--- src/rtl/ewd_pkg.sv ---
package ewd_pkg;
    localparam int unsigned DATA_W    = 32;
    localparam int unsigned SRC_W     = 4;
    localparam int unsigned EXP_W     = 3;
    localparam int unsigned EXP_LIMIT = 5;

    // byte offsets of the register words
    localparam int unsigned OFS_CTRL  = 0;
    localparam int unsigned OFS_WSTAT = 4;
    localparam int unsigned OFS_CMD   = 8;
    localparam int unsigned OFS_TMO   = 12;
    localparam int unsigned OFS_TSTAT = 20;

    // bit positions inside the words
    localparam int unsigned CMD_GO_BIT     = 0;
    localparam int unsigned CMD_HALT_BIT   = 1;
    localparam int unsigned CTRL_IRQEN_BIT = 4;
    localparam int unsigned WSTAT_RUN_BIT  = 0;
    localparam int unsigned WSTAT_EXP_LSB  = 12;
    localparam int unsigned TSTAT_IRQ_BIT  = 30;
endpackage

--- src/rtl/ewd_tick_sel.sv ---
module ewd_tick_sel
    import ewd_pkg::*;
#(
    parameter int unsigned NUM_SRC = 4
) (
    input  logic [NUM_SRC-1:0] src_i,
    input  logic [SRC_W-1:0]   sel_i,
    output logic               tick_o
);
    logic [NUM_SRC-1:0] hit;

    for (genvar i = 0; i < NUM_SRC; i++) begin : g_src
        assign hit[i] = src_i[i] & (sel_i == SRC_W'(i));
    end

    assign tick_o = |hit;
endmodule

--- src/rtl/ewd_regs.sv ---
module ewd_regs
    import ewd_pkg::*;
#(
    parameter int unsigned CNT_W  = 29,
    parameter int unsigned ADDR_W = 5
) (
    input  logic              clk,
    input  logic              rst_n,
    input  logic              wr_en,
    input  logic [ADDR_W-1:0] wr_addr,
    input  logic [DATA_W-1:0] wr_data,
    output logic [SRC_W-1:0]  src_sel_o,
    output logic              irq_en_o,
    output logic [DATA_W-1:0] tmo_o,
    output logic [CNT_W-1:0]  reload_o,
    output logic              start_o,
    output logic              stop_o,
    output logic              irq_clr_o
);
    localparam logic [ADDR_W-1:0] A_CTRL  = ADDR_W'(OFS_CTRL);
    localparam logic [ADDR_W-1:0] A_CMD   = ADDR_W'(OFS_CMD);
    localparam logic [ADDR_W-1:0] A_TMO   = ADDR_W'(OFS_TMO);
    localparam logic [ADDR_W-1:0] A_TSTAT = ADDR_W'(OFS_TSTAT);
    localparam logic [DATA_W-1:0] CNT_MAX = DATA_W'((64'd1 << CNT_W) - 64'd1);

    typedef struct packed {
        logic [SRC_W-1:0]  src;
        logic              irq_en;
        logic [DATA_W-1:0] tmo;
    } regs_t;

    regs_t             regs_d, regs_q;
    logic [DATA_W-1:0] quot;

    always_comb begin
        regs_d = regs_q;
        if (wr_en && wr_addr == A_CTRL) begin
            regs_d.src    = wr_data[SRC_W-1:0];
            regs_d.irq_en = wr_data[CTRL_IRQEN_BIT];
        end
        if (wr_en && wr_addr == A_TMO) begin
            regs_d.tmo = wr_data;
        end
    end

    always_ff @(posedge clk or negedge rst_n) begin
        if (!rst_n) regs_q <= '0;
        else        regs_q <= regs_d;
    end

    always_comb begin
        quot     = regs_q.tmo / DATA_W'(EXP_LIMIT);
        reload_o = (quot > CNT_MAX) ? CNT_MAX[CNT_W-1:0] : quot[CNT_W-1:0];
    end

    assign start_o   = wr_en && (wr_addr == A_CMD) && wr_data[CMD_GO_BIT] && !wr_data[CMD_HALT_BIT];
    assign stop_o    = wr_en && (wr_addr == A_CMD) && wr_data[CMD_HALT_BIT];
    assign irq_clr_o = wr_en && (wr_addr == A_TSTAT) && wr_data[TSTAT_IRQ_BIT];
    assign src_sel_o = regs_q.src;
    assign irq_en_o  = regs_q.irq_en;
    assign tmo_o     = regs_q.tmo;
endmodule

--- src/rtl/ewd_core.sv ---
module ewd_core
    import ewd_pkg::*;
#(
    parameter int unsigned CNT_W = 29
) (
    input  logic             clk,
    input  logic             rst_n,
    input  logic             tick_i,
    input  logic             start_i,
    input  logic             stop_i,
    input  logic             irq_en_i,
    input  logic             irq_clr_i,
    input  logic [CNT_W-1:0] reload_i,
    output logic             running_o,
    output logic [CNT_W-1:0] count_o,
    output logic [EXP_W-1:0] exp_o,
    output logic             irq_o,
    output logic             rst_req_o
);
    localparam logic [EXP_W-1:0] EXP_LAST = EXP_W'(EXP_LIMIT - 1);

    typedef struct packed {
        logic             running;
        logic [CNT_W-1:0] count;
        logic [EXP_W-1:0] exp;
        logic             irq;
        logic             rst_req;
    } core_t;

    core_t st_d, st_q;

    always_comb begin
        st_d     = st_q;
        st_d.irq = st_q.irq & ~irq_clr_i;
        if (stop_i) begin
            st_d.running = 1'b0;
        end else if (start_i) begin
            st_d.running = 1'b1;
            st_d.count   = reload_i;
            st_d.exp     = '0;
        end else if (st_q.running && tick_i) begin
            if (st_q.count <= CNT_W'(1)) begin
                st_d.count = reload_i;
                st_d.exp   = st_q.exp + EXP_W'(1);
                if (st_q.exp == '0 && irq_en_i) st_d.irq = 1'b1;
                if (st_q.exp == EXP_LAST) begin
                    st_d.running = 1'b0;
                    st_d.rst_req = 1'b1;
                end
            end else begin
                st_d.count = st_q.count - CNT_W'(1);
            end
        end
    end

    always_ff @(posedge clk or negedge rst_n) begin
        if (!rst_n) st_q <= '0;
        else        st_q <= st_d;
    end

    assign running_o = st_q.running;
    assign count_o   = st_q.count;
    assign exp_o     = st_q.exp;
    assign irq_o     = st_q.irq;
    assign rst_req_o = st_q.rst_req;
endmodule

--- src/rtl/expiry_watchdog.sv ---
module expiry_watchdog
    import ewd_pkg::*;
#(
    parameter int unsigned CNT_W   = 29,
    parameter int unsigned NUM_SRC = 4,
    parameter int unsigned ADDR_W  = 5
) (
    input  logic               clk,
    input  logic               rst_n,
    input  logic [NUM_SRC-1:0] tick_src,
    input  logic               wr_en,
    input  logic [ADDR_W-1:0]  wr_addr,
    input  logic [31:0]        wr_data,
    input  logic [ADDR_W-1:0]  rd_addr,
    output logic [31:0]        rd_data,
    output logic               irq,
    output logic               rst_req
);
    localparam logic [ADDR_W-1:0] A_CTRL  = ADDR_W'(OFS_CTRL);
    localparam logic [ADDR_W-1:0] A_WSTAT = ADDR_W'(OFS_WSTAT);
    localparam logic [ADDR_W-1:0] A_TMO   = ADDR_W'(OFS_TMO);
    localparam logic [ADDR_W-1:0] A_TSTAT = ADDR_W'(OFS_TSTAT);

    logic [SRC_W-1:0]  src_sel;
    logic              irq_en;
    logic [DATA_W-1:0] tmo;
    logic [CNT_W-1:0]  reload;
    logic              start_cmd, stop_cmd, irq_clr, tick;
    logic              running;
    logic [CNT_W-1:0]  count;
    logic [EXP_W-1:0]  exp_cnt;

    ewd_regs #(.CNT_W(CNT_W), .ADDR_W(ADDR_W)) u_regs (
        .clk       (clk),
        .rst_n     (rst_n),
        .wr_en     (wr_en),
        .wr_addr   (wr_addr),
        .wr_data   (wr_data),
        .src_sel_o (src_sel),
        .irq_en_o  (irq_en),
        .tmo_o     (tmo),
        .reload_o  (reload),
        .start_o   (start_cmd),
        .stop_o    (stop_cmd),
        .irq_clr_o (irq_clr)
    );

    ewd_tick_sel #(.NUM_SRC(NUM_SRC)) u_sel (
        .src_i  (tick_src),
        .sel_i  (src_sel),
        .tick_o (tick)
    );

    ewd_core #(.CNT_W(CNT_W)) u_core (
        .clk       (clk),
        .rst_n     (rst_n),
        .tick_i    (tick),
        .start_i   (start_cmd),
        .stop_i    (stop_cmd),
        .irq_en_i  (irq_en),
        .irq_clr_i (irq_clr),
        .reload_i  (reload),
        .running_o (running),
        .count_o   (count),
        .exp_o     (exp_cnt),
        .irq_o     (irq),
        .rst_req_o (rst_req)
    );

    always_comb begin
        rd_data = '0;
        unique case (rd_addr)
            A_CTRL: begin
                rd_data[SRC_W-1:0]     = src_sel;
                rd_data[CTRL_IRQEN_BIT] = irq_en;
            end
            A_WSTAT: begin
                rd_data[WSTAT_RUN_BIT]                         = running;
                rd_data[WSTAT_EXP_LSB +: EXP_W]                = exp_cnt;
            end
            A_TMO:   rd_data = tmo;
            A_TSTAT: begin
                rd_data[CNT_W-1:0]     = count;
                rd_data[TSTAT_IRQ_BIT] = irq;
            end
            default: rd_data = '0;
        endcase
    end
endmodule

--- config.mk ---
export PLATFORM = sky130hd
export DESIGN_NAME = expiry_watchdog
export DESIGN_NICKNAME = d
export VERILOG_FILES = /design/src/rtl/ewd_pkg.sv /design/src/rtl/ewd_tick_sel.sv /design/src/rtl/ewd_regs.sv /design/src/rtl/ewd_core.sv /design/src/rtl/expiry_watchdog.sv
export SDC_FILE = /design/constraint.sdc
export NUM_CORES = 1
export LEC_CHECK = 0
export ABC_AREA = 1
export BUFFER_PORTS_ARGS = -buffer_cell sky130_fd_sc_hd__buf_2
export CORE_MARGIN = 5
export CORE_UTILIZATION = 40
export CTS_CLUSTER_DIAMETER = 200
export DETAILED_ROUTE_END_ITERATION = 7
export PLACE_DENSITY = 0.59
export SLEW_MARGIN = 20
export SYNTH_ARGS = -nofsm -noshare
export SYNTH_HDL_FRONTEND = slang
export SYNTH_SLANG_ARGS = --single-unit
--- constraint.sdc ---
create_clock -name clk -period 13.8 [get_ports clk]
set_clock_uncertainty 0.1 [all_clocks]
set_input_delay 0 -clock clk [delete_from_list [all_inputs] [get_ports clk]]
set_output_delay 0 -clock clk [all_outputs]
set_load 0.02 [all_outputs]
==> results_dict.tcl, run 1 <==
set metrics [dict create \
    grt-ovfl-total 0 \
    gp_congestion 0.825 \
    fmax_mhz 88.8 \
    cts-root-buf "clkbuf_16" \
    drtPass1Iterations 7 \
    cts.clk_slew.worst_paths_ns 0.06 \
    fp.coreArea_um2 17200 \
    synth_nets 1183 \
    cp.required_ns 13.93 \
    cts_buffer_depth 2 \
    drive_gt1_share_pct 19.8 \
    crit_fanout 5 \
    finalCritPeriodShare_pct 81.6 \
    start_kind "register" \
    hold_path_class "in -> reg" \
    numPortBuffers 82 \
    n_antenna_cell 0 \
    synth_area_leaders "dfrtp_1 26%, nand2_1 13%, nand3_1 11%" \
    die-area_um2 20100 \
    grt_pass1_wl_um 33300 \
    reg2regPathDepth 130 \
    min_path_cells 6 \
    ys_types 37 \
    final_hold_viol_count 0 \
    crit_type "reg -> reg" \
    rsz0062_at_grt "false" \
    grt_max_degree 73 \
    dpl.hpwl_um 14100 \
    avgRoutedWirePerCell_um 13.1 \
    cap_violations 0 \
    synth_edf_count 0 \
    start_util_pct 40.4 \
    routed_wl_um 19300 \
    max_stage_delay_ns 0.40 \
    clkLatencyLatePin_ns 0.34 \
    dominantRegCellSynth "dfrtp_1" \
    cts.sinks 72 \
    yosysWarnings 0 \
    synth_top_area_share_pct 25.9 \
    cts_tree "built" \
    synth_top_area_cell "dfrtp_1" \
    design_area_um2 8270 \
    io_pins 83 \
    use_met2_pct 32.9 \
    antenna_found_initial 0 \
    drtIter0Drc 461 \
    cpMaxStageDelayCell "dfrtp_1" \
    drc 0 \
    worstMarginPinSlew_ns 0.951 \
    slew_headroom_pct 36.5 \
    grt_use_met1_pct 27.5 \
    synth-async-reset-ratio_pct 100 \
    area_growth_pct 19.0 \
    cts_setup_buffers 0 \
    numCtsBuffers 9 \
    grt.busiest_layer "met2" \
    nets 1296 \
    hold_buffers 36 \
    dieWidth_um 142 \
    place_area_um2 7590 \
    dp_cells 1417 \
    instances_no_fill 1470 \
    die_y_um 142 \
    setup_viol 0 \
    gr-usage-all-layers_pct 19.8 \
    synth_cells 1128 \
    avgSynthCellArea_um2 6.16 \
    critPathArrivalTime_ns 11.38 \
    outcome "completed" \
    setup_tns_ns 0 \
    endpoint_kind "register" \
    grtUsageMet3_pct 2.93 \
    postCtsResizedCells 0 \
    ant_nets 0 \
    syn-cell-area_um2 6950 \
    drv_slew 0 \
    via_per_inst 5.03 \
    row_count 48 \
    period_needed_ns 11.26 \
    htreeDepth 3 \
    grt_pass1_vias 7052 \
    ys_ff_latch 72 \
    dr_total_vias 7396 \
    ys_seq_area_share_pct 25.9 \
    crit_top_cell "nand2_2" \
]
## metrics by stage
| step | hold slack (ns) | util (%) | setup WS (ns) |
|---|---|---|---|
| final | 0.0235 | 48.1 | 2.54 |
| after global routing | 0.0713 | 48.1 | 0.764 |
| after CTS | 0.0174 | 47.9 | 2.54 |
| after detailed placement | 0.133 | 44.2 | 2.59 |
| after global placement | 0.129 | 44.2 | 2.78 |
| after floorplan | -0.396 | - | 4.02 |
## logic make-up after synthesis
family	after synthesis	share of synthesized area, %
adder cells (fa/ha/maj)	6	1.08
AND/OR/NAND/NOR	641	43.8
buffers and inverters	200	10.9
flip-flops	72	25.9
AO/OA/AOI/OAI	188	15.6
multiplexers	1	0.144
XOR/XNOR	20	2.52
## routing by layer
layer	routed length [µm]	part of all wire [%]
met5	0	0
met1	9460	49
met3	760	3.9
met4	175	0.91
met2	8940	46
## registers in the layout (all words and copies together) (netlist names)
| signal | cells |
|---|---|
| u_core.irq_o | 1 |
| u_regs.src_sel_o | 4 |
| u_core.rst_req_o | 1 |
| u_core.count_o | 29 |
| u_core.exp_o | 3 |
| u_regs.irq_en_o | 1 |
| u_core.running_o | 1 |
| u_regs.tmo_o | 32 |
## area by class of cell
cell class | instances | area [µm²]
Timing Repair Buffer | 125 | 848
Multi-Input combinational cell | 856 | 4390
Clock inverter | 4 | 20.0
Fill cell | 1852 | 8910
Sequential cell | 72 | 1800
Tap cell | 225 | 282
Inverter | 177 | 667
Clock buffer | 11 | 253
## path summary, 6_finish.rpt
kind                                      from                   to  slack, ns
max reg2reg                   u_regs.tmo_o[29]    u_core.count_o[0]       2.54
min in group asynchronous                rst_n     u_regs.tmo_o[29]       0.51
max                           u_regs.tmo_o[29]    u_core.count_o[0]       2.54
min reg2reg                u_regs.src_sel_o[0]  u_regs.src_sel_o[0]       0.41
max in group asynchronous                rst_n     u_regs.tmo_o[11]      12.52
min                                      wr_en         u_core.irq_o       0.02
## placed cells by master (no fill, tap or decap), types with 2 or more instances in the layout
| cell | count |
|---|---|
| a21o_1 | 2 |
| a21oi_1 | 42 |
| a21oi_2 | 4 |
| a22oi_1 | 14 |
| a31oi_1 | 18 |
| buf_2 | 81 |
| buf_4 | 6 |
| clkbuf_16 | 9 |
| clkbuf_8 | 2 |
| clkinv_1 | 7 |
| clkinv_2 | 4 |
| dfrtp_1 | 72 |
| dlygate4sd3_1 | 37 |
| ha_1 | 6 |
| inv_1 | 135 |
| inv_2 | 34 |
| nand2_1 | 249 |
| nand2_2 | 72 |
| nand2_4 | 11 |
| nand3_1 | 149 |
| nand3_2 | 19 |
| nand3b_1 | 3 |
| nand4_1 | 15 |
| nor2_1 | 109 |
| nor3_1 | 8 |
| nor4_1 | 4 |
| o211ai_1 | 2 |
| o21ai_0 | 68 |
| o21ai_1 | 7 |
| o221ai_1 | 5 |
| o22ai_1 | 22 |
| xnor2_1 | 2 |
| xor2_1 | 18 |
## critical path, delay by kind of cell, from the launching register on
| kind | cells | cell delay, ns |
|---|---|---|
| fa+ha+maj | 1 | 0.18 |
| flops | 1 | 0.40 |
| buf+inv | 21 | 1.37 |
| simple gates | 102 | 8.12 |
| compound gates | 6 | 0.98 |
## synth_stat cells, drive strengths merged (14+ instances only)
| cell | instances |
|---|---|
| nand2 | 332 |
| inv | 170 |
| nand3 | 168 |
| nor2 | 110 |
| o21ai | 76 |
| dfrtp | 72 |
| a21oi | 46 |
| clkbuf | 22 |
| o22ai | 22 |
| a31oi | 18 |
| xor2 | 18 |
| nand4 | 15 |
| a22oi | 14 |
Power of run 1 is not shown: default switching activity piles up to over one toggle a cycle in this logic, so the estimate is an artifact.
==> inputs of run 2 (changes only) <==
Settings changed: ABC_AREA 1 to 0, PLACE_DENSITY 0.59 to 0.58.
Clock period 13.8 ns to 10.7 ns, I/O delays scaled along.
==> run 2 against run 1 <==
Highest routed layer unchanged. Die area up 33%. Sequential cell count unchanged. Setup slack worse by 2.3 ns. Cell count up 22%. Core utilization up 4.8 points. Maximum frequency up 7.8%. Global-route usage up 3.4 points. Synthesized cell count up 14%. Wire length up 74%. Sequential share of layout area down 7.1 points. Design area up 49%. Non-clock buffer count up 141.
==> results_dict.tcl, run 2 <==
set metrics [dict create \
    final_hold_viol_count 0 \
    syn-cell-area_um2 9450 \
    htreeDepth 3 \
    synth-compound-area-share_pct 39.3 \
    dieWidth_um 164 \
    synth_edf_count 0 \
    clkLatencyLatePin_ns 0.35 \
    row_count 56 \
    avgSynthCellArea_um2 7.32 \
    outcome "completed" \
    synth-async-reset-ratio_pct 100 \
    hold_slack_ns 0.161 \
    drtIter0Drc 1065 \
    critPathArrivalTime_ns 10.57 \
    cts_buffer_depth 2 \
    mostFrequentLayoutCell "buf_4" \
    avgRoutedWirePerCell_um 18.8 \
    dr_total_vias 11200 \
    synth_cells 1291 \
    crit_fanout 8 \
    slew_headroom_pct 30.0 \
    start_kind "register" \
    dpl.hpwl_um 22700 \
    synth_mux_area_share_pct 4.17 \
    ys_types 125 \
    grt_pass1_vias 9973 \
    synthSimpleGateAreaFrac_pct 27.1 \
    dominantRegCellSynth "dfrtp_1" \
    cts.clk_slew.worst_paths_ns 0.07 \
    via_per_inst 6.27 \
    synth_top_family_by_area "compound AO/OA/AOI/OAI gates" \
    crit_top_cell "buf_4" \
    cp.required_ns 10.83 \
    die-area_um2 26800 \
    drc 0 \
    synth_nets 1346 \
    instances_no_fill 1790 \
    largest_register_ff_count 32 \
    ant_nets 0 \
    ys_seq_area_share_pct 19.1 \
    hold_path_class "in -> async" \
    fin_util_pct 52.9 \
    fp.coreArea_um2 23300 \
    die_y_um 164 \
    place_area_um2 10600 \
    synthAdderAreaFrac_pct 1.56 \
    cts_tree "built" \
    design_area_um2 12400 \
    area_growth_pct 30.8 \
    n_antenna_cell 0 \
    gp_congestion 0.945 \
    drtPass1Iterations 7 \
    drive_gt1_share_pct 29.6 \
    period_needed_ns 10.44 \
    start_util_pct 40.5 \
    routed_wl_um 33700 \
    crit_type "reg -> reg" \
    yosysWarnings 0 \
    endpoint_kind "register" \
    grt_pass1_wl_um 52000 \
    gr-usage-all-layers_pct 23.2 \
    antenna_found_initial 0 \
    n_fill_cell 2231 \
    nets 1521 \
    cap_violations 0 \
    cts.sinks 72 \
    grt-ovfl-total 0 \
    numPortBuffers 82 \
    drv_slew 0 \
    fmax_mhz 95.8 \
    finalCritPeriodShare_pct 97.6 \
    layout_common_cells "138 x buf_4, 129 x nand2_1, 123 x o21ai_0" \
    cpMaxStageDelayCell "or4_4" \
    ys_top_cells_by_count "135 x nand2_1, 126 x o21ai_0, 104 x nor2_1, 87 x a21oi_1, 75 x clkbuf_1" \
    io_pins 83 \
    yosysMostFrequentCell "nand2_1" \
    synth_top_area_share_pct 19.1 \
    max_stage_delay_ns 0.49 \
    synth_area_leaders "dfrtp_1 19%, o21ai_0 6.7%, nand2_1 5.4%" \
    synth_top_area_cell "dfrtp_1" \
    numCtsBuffers 9 \
    grt_max_degree 73 \
    worstMarginPinSlew_ns 1.05 \
    dp_cells 1693 \
    ys_ff_latch 72 \
    synth-xor-area-share_pct 2.32 \
    setup_viol 0 \
    cts-root-buf "clkbuf_16" \
]
[run 2: layout make-up]
type	count	area, µm²	share of cell area (%)
Clock inverter	6	67.6	0.547
Sequential cell	72	1810	14.6
Multi-Input combinational cell	1079	7770	62.9
Inverter	38	143	1.15
Clock buffer	10	239	1.93
Tap cell	319	399	3.23
Timing Repair Buffer	266	1930	15.6
[run 2: timing repair]
action,CTS,global route
hold endpoints to repair,110,0
hold buffers,38,0
endpoints found under the setup margin,0,4
buffers inserted,0,41
gates resized for setup,0,149
[run 2: logic make-up (layout without fill, tap and decap cells)]
family                   count (synthesis)  count (layout)
AO/OA/AOI/OAI                          513             513
flip-flops                              72              72
adder cells (fa/ha/maj)                 13              13
AND/OR/NAND/NOR                        492             494
multiplexers                            34              34
XOR/XNOR                                25              25
buffers and inverters                  142             320
[run 2: per-stage QoR]
stage / setup TNS, ns / worst slack [ns]
after floorplan: 0 / 0.513
after global placement: 0 / 0.0493
after detailed placement: 0 / 0.0687
after CTS: 0 / 0.0209
after global routing: -0.433 / -0.236
final: 0 / 0.258
[run 2: final timing paths]
check / from / to / slack [ns] / cells past startpoint
setup / recovery: u_regs.tmo_o[30] / u_core.count_o[0] / 0.26 / 40
hold / removal: rst_n / u_regs.tmo_o[28] / 0.16 / 2
setup reg to reg: u_regs.tmo_o[30] / u_core.count_o[0] / 0.26 / 40
hold reg to reg: u_core.rst_req_o / u_core.rst_req_o / 0.38 / 1
max in group asynchronous: rst_n / u_regs.tmo_o[30] / 9.80 / 2
min in group clk: wr_addr[0] / u_regs.src_sel_o[1] / 0.21 / 5
[run 2: metal layers]
metal / GRT usage, % / routed length, µm / part of all wire, %
met5: 0 / 0 / 0
met4: 5.53 / 502 / 1.5
met3: 2.14 / 2000 / 5.9
met2: 36.0 / 15400 / 46
met1: 34.6 / 15800 / 47
[run 2: critical path, delay by kind of cell, from the launching register on]
| kind | cells | cell delay, ns |
|---|---|---|
| adder cells (fa/ha/maj) | 1 | 0.27 |
| multiplexers | 4 | 1.38 |
| flip-flops | 1 | 0.45 |
| AO/OA/AOI/OAI | 20 | 4.69 |
| AND/OR/NAND/NOR | 10 | 2.61 |
| XOR/XNOR | 1 | 0.18 |
| buffers and inverters | 4 | 0.62 |
Power of run 2 is left out for the same reason.
